### src/rtl/fec_ctl_pkg.sv
package fec_ctl_pkg;

    typedef enum logic [1:0] {
        ST_RSVD    = 2'd0,
        ST_ON      = 2'd1,
        ST_OFF_DLY = 2'd2,
        ST_OFF_BYP = 2'd3
    } fec_state_e;

    localparam logic [1:0] FSI_OFF = 2'b00;
    localparam logic [1:0] FSI_ON  = 2'b01;

    function automatic logic fsi_is_valid(input logic [1:0] code);
        return (code == FSI_OFF) || (code == FSI_ON);
    endfunction

    function automatic logic state_keeps_delay(input fec_state_e s);
        return (s == ST_ON) || (s == ST_OFF_DLY);
    endfunction

endpackage

### src/rtl/fec_tx_status.sv
module fec_tx_status
    import fec_ctl_pkg::*;
#(
    parameter int NUM_GROUPS = 4,
    localparam int GRP_W = (NUM_GROUPS > 1) ? $clog2(NUM_GROUPS) : 1
) (
    input  logic             clk,
    input  logic             rst,
    input  logic [1:0]       enc_mode_i,
    input  logic [GRP_W-1:0] grp_i,
    output fec_state_e       enc_state_o,
    output logic             enc_delay_sel_o,
    output logic [7:0]       status_byte_o
);
    fec_state_e state_q;

    always_ff @(posedge clk) begin
        if (rst)
            state_q <= ST_OFF_DLY;
        else if (enc_mode_i != 2'd0)
            state_q <= fec_state_e'(enc_mode_i);
    end

    always_comb begin
        status_byte_o = 8'h00;
        if (grp_i == '0)
            status_byte_o[1:0] = (state_q == ST_ON) ? FSI_ON : FSI_OFF;
    end

    assign enc_state_o     = state_q;
    assign enc_delay_sel_o = state_keeps_delay(state_q);

    // a reserved code never leaves the transmitter
    p_tx_code_legal_r3: assert property (@(posedge clk) disable iff (rst)
        status_byte_o[1] == 1'b0 && status_byte_o[7:2] == 6'd0);

    // a zero request holds the encoder state
    p_enc_hold_r2: assert property (@(posedge clk) disable iff (rst)
        (enc_mode_i == 2'd0) |=> $stable(state_q));

endmodule

### src/rtl/fec_rx_status.sv
module fec_rx_status
    import fec_ctl_pkg::*;
(
    input  logic       clk,
    input  logic       rst,
    input  logic       stb_i,
    input  logic [7:0] byte_i,
    output logic       pend_on_o,
    output logic       invalid_o
);
    logic [1:0] code;
    logic       pend_q;
    logic       inv_q;

    assign code = byte_i[1:0];

    always_ff @(posedge clk) begin
        if (rst) begin
            pend_q <= 1'b0;
            inv_q  <= 1'b0;
        end else begin
            inv_q <= stb_i && !fsi_is_valid(code);
            if (stb_i && fsi_is_valid(code))
                pend_q <= (code == FSI_ON);
        end
    end

    assign pend_on_o = pend_q;
    assign invalid_o = inv_q;

    // an invalid code leaves the stored status alone
    p_invalid_keeps_r6: assert property (@(posedge clk) disable iff (rst)
        (stb_i && byte_i[1]) |=> ($stable(pend_q) && inv_q));

    // without a strobe the stored status does not move
    p_no_strobe_hold_r5: assert property (@(posedge clk) disable iff (rst)
        !stb_i |=> ($stable(pend_q) && !inv_q));

endmodule

### src/rtl/fec_dec_fsm.sv
module fec_dec_fsm
    import fec_ctl_pkg::*;
(
    input  logic       clk,
    input  logic       rst,
    input  logic       bypass_i,
    input  logic       row_start_i,
    input  logic       pend_on_i,
    output fec_state_e state_o,
    output logic       hitless_o
);
    fec_state_e state_q, state_d;
    logic       hit_q;

    always_comb begin
        state_d = state_q;
        if (bypass_i)
            state_d = ST_OFF_BYP;
        else if (state_q == ST_OFF_BYP || state_q == ST_RSVD)
            state_d = ST_OFF_DLY;
        else if (row_start_i)
            state_d = pend_on_i ? ST_ON : ST_OFF_DLY;
    end

    always_ff @(posedge clk) begin
        if (rst) begin
            state_q <= ST_OFF_DLY;
            hit_q   <= 1'b0;
        end else begin
            state_q <= state_d;
            hit_q   <= (state_d != state_q) && state_keeps_delay(state_d)
                       && state_keeps_delay(state_q);
        end
    end

    assign state_o   = state_q;
    assign hitless_o = hit_q;

    // bypass request wins next cycle
    p_bypass_enter_r9: assert property (@(posedge clk) disable iff (rst)
        bypass_i |=> (state_q == ST_OFF_BYP));

    // leaving bypass lands in the delayed pass-through state
    p_bypass_leave_r9: assert property (@(posedge clk) disable iff (rst)
        (state_q == ST_OFF_BYP && !bypass_i) |=> (state_q == ST_OFF_DLY));

    // no change inside a row while out of bypass
    p_row_aligned_r7: assert property (@(posedge clk) disable iff (rst)
        (!row_start_i && !bypass_i && state_q != ST_OFF_BYP) |=> $stable(state_q));

    // correction entered only with an "on" status held
    p_enter_on_r7: assert property (@(posedge clk) disable iff (rst)
        (state_q != ST_ON && !pend_on_i) |=> (state_q != ST_ON));

    // the flag marks only a seamless 1/2 change
    p_hitless_r8: assert property (@(posedge clk) disable iff (rst)
        hit_q |-> (state_q != ST_OFF_BYP && $past(state_q) != ST_OFF_BYP
                   && state_q != $past(state_q)));

endmodule

### src/rtl/fec_status_ctl.sv
module fec_status_ctl
    import fec_ctl_pkg::*;
#(
    parameter int NUM_GROUPS = 4,
    localparam int GRP_W = (NUM_GROUPS > 1) ? $clog2(NUM_GROUPS) : 1
) (
    input  logic             clk,
    input  logic             rst,
    input  logic [1:0]       enc_mode_i,
    input  logic [GRP_W-1:0] tx_group_i,
    output logic [7:0]       tx_status_byte_o,
    output logic [1:0]       enc_state_o,
    output logic             enc_delay_sel_o,
    input  logic             rx_status_stb_i,
    input  logic [7:0]       rx_status_byte_i,
    input  logic             row_start_i,
    input  logic             dec_bypass_i,
    output logic [1:0]       dec_state_o,
    output logic             dec_corr_en_o,
    output logic             dec_delay_sel_o,
    output logic             hitless_o,
    output logic             rx_invalid_o
);
    fec_state_e enc_state, dec_state;
    logic       pend_on;

    fec_tx_status #(.NUM_GROUPS(NUM_GROUPS)) u_tx (
        .clk             (clk),
        .rst             (rst),
        .enc_mode_i      (enc_mode_i),
        .grp_i           (tx_group_i),
        .enc_state_o     (enc_state),
        .enc_delay_sel_o (enc_delay_sel_o),
        .status_byte_o   (tx_status_byte_o)
    );

    fec_rx_status u_rx (
        .clk       (clk),
        .rst       (rst),
        .stb_i     (rx_status_stb_i),
        .byte_i    (rx_status_byte_i),
        .pend_on_o (pend_on),
        .invalid_o (rx_invalid_o)
    );

    fec_dec_fsm u_dec (
        .clk         (clk),
        .rst         (rst),
        .bypass_i    (dec_bypass_i),
        .row_start_i (row_start_i),
        .pend_on_i   (pend_on),
        .state_o     (dec_state),
        .hitless_o   (hitless_o)
    );

    assign enc_state_o     = enc_state;
    assign dec_state_o     = dec_state;
    assign dec_corr_en_o   = (dec_state == ST_ON);
    assign dec_delay_sel_o = state_keeps_delay(dec_state);

    // correction and bypass never coincide
    p_corr_not_bypass_r10: assert property (@(posedge clk) disable iff (rst)
        !(dec_corr_en_o && !dec_delay_sel_o));

endmodule

### config.mk
export PLATFORM = sky130hd
export DESIGN_NAME = fec_status_ctl
export DESIGN_NICKNAME = d
export VERILOG_FILES = /design/src/rtl/fec_ctl_pkg.sv /design/src/rtl/fec_tx_status.sv /design/src/rtl/fec_rx_status.sv /design/src/rtl/fec_dec_fsm.sv /design/src/rtl/fec_status_ctl.sv
export SDC_FILE = /design/constraint.sdc
export NUM_CORES = 1
export LEC_CHECK = 0
export BUFFER_PORTS_ARGS = -buffer_cell sky130_fd_sc_hd__buf_4
export CORE_AREA = 8 8 45 47
export CTS_CLUSTER_DIAMETER = 150
export DETAILED_ROUTE_END_ITERATION = 12
export DIE_AREA = 0 0 53 55
export PLACE_DENSITY_LB_ADDON = 0.1
export SETUP_SLACK_MARGIN = 0.1
export SLEW_MARGIN = 15
export SYNTH_ARGS = -nofsm -noshare
export SYNTH_HDL_FRONTEND = slang
export SYNTH_HIERARCHICAL = 1
export SYNTH_SLANG_ARGS = --single-unit
### constraint.sdc
create_clock -name clk -period 2.2 [get_ports clk]
set_input_delay 0.22 -clock clk [delete_from_list [all_inputs] [get_ports clk]]
set_output_delay 0.22 -clock clk [all_outputs]
set_load 0.02 [all_outputs]
==> summary.md <==
| Metric | Value |
|---|---|
| Status | `completed` |
| Clk_skew | `0.00159 ns` |
| Share of cells above drive strength 1 | `0.394` |
| Asr flop ratio synth | `0` |
| Worst R2R Start | `u_rx/pend_on_o` |
| Post-synth top area cell | `dfxtp_1` |
| Horiz. Die Dim | `53 um` |
| Post-synth top area share | `0.368` |
| DR iter-0 viols | `0` |
| Placer Congestion | `0.626` |
| MaxCap Viol Count | `0` |
| Post-synth EDFFs | `0` |
| Ant. Diodes | `0` |
| Fmax | `717 MHz` |
| Die ar. | `0.00292 mm^2` |
| Global-route wire length before repair | `1350 um` |
| P_leak | `0.000281 uW` |
| Area grow syn2layout | `43.7%` |
| Hold crit path type | `in -> reg` |
| Post-synth top cells | `7 x buf_4, 7 x dfxtp_1, 6 x inv_1` |
| Period utilization | `0.634` |
| Top FF cell, synth | `dfxtp_1` |
| Worst Setup Start Kind | `register` |
| Setup ws final | `0.805 ns` |
| Synth top area cells | `dfxtp_1 37%, buf_4 14%, ha_1 6.6%` |
| Post-synthesis cell area | `380 um^2` |
| Final std cells w/o fill | `82` |
| Clk_lat worst skew | `0.25 ns` |
| End of the worst register-to-register path | `u_dec/state_o[1]` |
| HPWL after detailed placement | `740 um` |
| Worst Path Arrival | `1.17 ns` |
| Routed len/inst | `10.7 um` |
| Vias in the first global route | `327` |
| Crit path required time | `1.98 ns` |
| Clock-pin slew on the worst setup and hold paths | `0.05 ns` |
| Power consumption | `316 uW` |
| RSZ-0062 raised after global routing | `false` |
| Setup TNS | `0 ns` |
| Worst Path Class, Setup | `reg -> out` |
| Slew Viols, Final | `0` |
| Clock Sink Count | `7` |
| TritonCTS clock tree | `yes` |
| Final Hold Fails | `0` |
| Layout Nets | `86` |
| Final setup vio count | `0` |
| Io pins | `34` |
| WHS Endpoint | `u_dec/hitless_o` |
| PD cells | `578 mW/mm^2` |
| Number of placed instances, taps included | `78` |
| Period minus WS final | `1.39 ns` |
| Hold WS | `0.157 ns` |
| Initial antenna violation count | `0` |
| Min-Delay Startpoint | `dec_bypass_i` |
| Crit Path Max Fanout | `6` |
| Die Y | `55 um` |
| Longest Clk Path Bufs | `2` |
| Post-synthesis average cell area | `8.85 um^2` |
| Hold buffers post-CTS | `0` |
| Post-Synthesis Cells | `43` |
| Critical Path Sink Type | `primary output` |
| Hold depth | `2` |
| Drt first pass iters | `1` |
| Via count | `331` |
| Core area | `0.00138 mm^2` |
| Rows | `14` |
| Worst slack at placement | `1.07 ns` |
| H-tree Lvls | `1` |
| PortBufs | `20` |
| Post-CTS Resized | `0` |
| Grt total ovfl | `0` |
| # Post-CTS Setup Buffers | `0` |
| Ys Warns | `6` |
| CTS Buf Count | `3` |
| Clk root buf | `clkbuf_4` |
| Post-synthesis sequential area ratio | `0.368` |
| WL final | `878 um` |
| Reg2Reg Depth | `3` |
| DR vias/cell | `4.04` |
| Pin count of the biggest net entering global routing | `9` |
| Seq cells post-synth | `7` |
| Initial Util | `0.275` |
| Post-route ant nets | `0` |
| Post-synth cell types | `19` |
| Total GRT Usage | `0.0630` |
| Worst IR Drop VDD | `0.000277 V` |
| Detailed-route DRC error count | `0` |
| Reg2Reg Setup Slack | `1.09 ns` |
==> worst max-delay path, stage by stage (launching register included) <==
cell and delay [ns]:
dfxtp_1 0.41, inv_1 0.07, ha_1 0.27, inv_1 0.03, buf_4 0.14
==> worst max path at each step <==
stage,end,from,slack (ns)
2_1_floorplan,tx_status_byte_o[0],u_tx/enc_state_o[0],0.84
3_3_place_gp,dec_delay_sel_o,u_dec/state_o[1],1.07
4_1_cts,dec_delay_sel_o,u_dec/state_o[1],0.79
3_5_place_dp,dec_delay_sel_o,u_dec/state_o[1],1.07
5_1_grt,tx_status_byte_o[0],u_tx/enc_state_o[1],0.75
6_report,dec_delay_sel_o,u_dec/state_o[1],0.81
==> per-layer routing <==
layer  global-route usage  vias up  share of wire  wire [um]
met1               0.0657      142           0.44        383
met4               0.0129        0              0          0
met3               0.0535        0           0.15        129
li1                     -      173              -          -
met5                    0        -              0          0
met2               0.0957       16           0.42        366
==> state kept, by name, indices dropped and copies added, names as in the netlist <==
signal            cells
u_dec/hitless_o       1
u_tx/enc_state_o      2
u_rx/invalid_o        1
u_rx/pend_on_o        1
u_dec/state_o         2
==> layout by cell type, fill, tap and decap left out <==
cell type	count
inv_1	6
a32oi_1	1
nor3b_1	2
nor2b_2	1
conb_1	7
o21ai_0	1
a21oi_2	1
or3_1	1
nand4bb_1	1
clkbuf_1	1
ha_1	2
o21ai_1	1
clkbuf_4	3
a21oi_1	2
nand2b_1	3
nor4b_2	1
nand2_1	1
nor2_1	2
nor2b_1	2
buf_4	20
dfxtp_1	7
==> kinds of logic after synthesis <==
| family | count (synthesis) | share of synthesized area |
|---|---|---|
| AND/OR/NAND/NOR | 14 | 0.260 |
| buffers and inverters | 13 | 0.197 |
| flip-flops | 7 | 0.368 |
| AO/OA/AOI/OAI | 6 | 0.0987 |
| adder cells (fa/ha/maj) | 2 | 0.0658 |
| other | 1 | 0.00986 |
==> through the flow <==
stage | utilization | instance area [um^2]
after floorplan | - | 403
after global placement | 0.376 | 520
after detailed placement | 0.376 | 520
after CTS | 0.395 | 547
after global routing | 0.395 | 547
final | 0.395 | 547
==> power breakdown <==
group | total (uW) | internal, uW | switching [uW]
Sequential | 136 | 132 | 4.15
Clock | 115 | 69.1 | 45.7
Combinational | 64.7 | 28.9 | 35.8
==> layout make-up <==
class                   count  area [um^2]
well taps                  16         20.0
fillers                   165          837
inverters                   6         22.5
clock buffers               4         26.3
multi-input cells          29          188
flip-flops and latches      7          140
repair buffers             20          150
No activity file was read; power rests on OpenSTA's default activity.
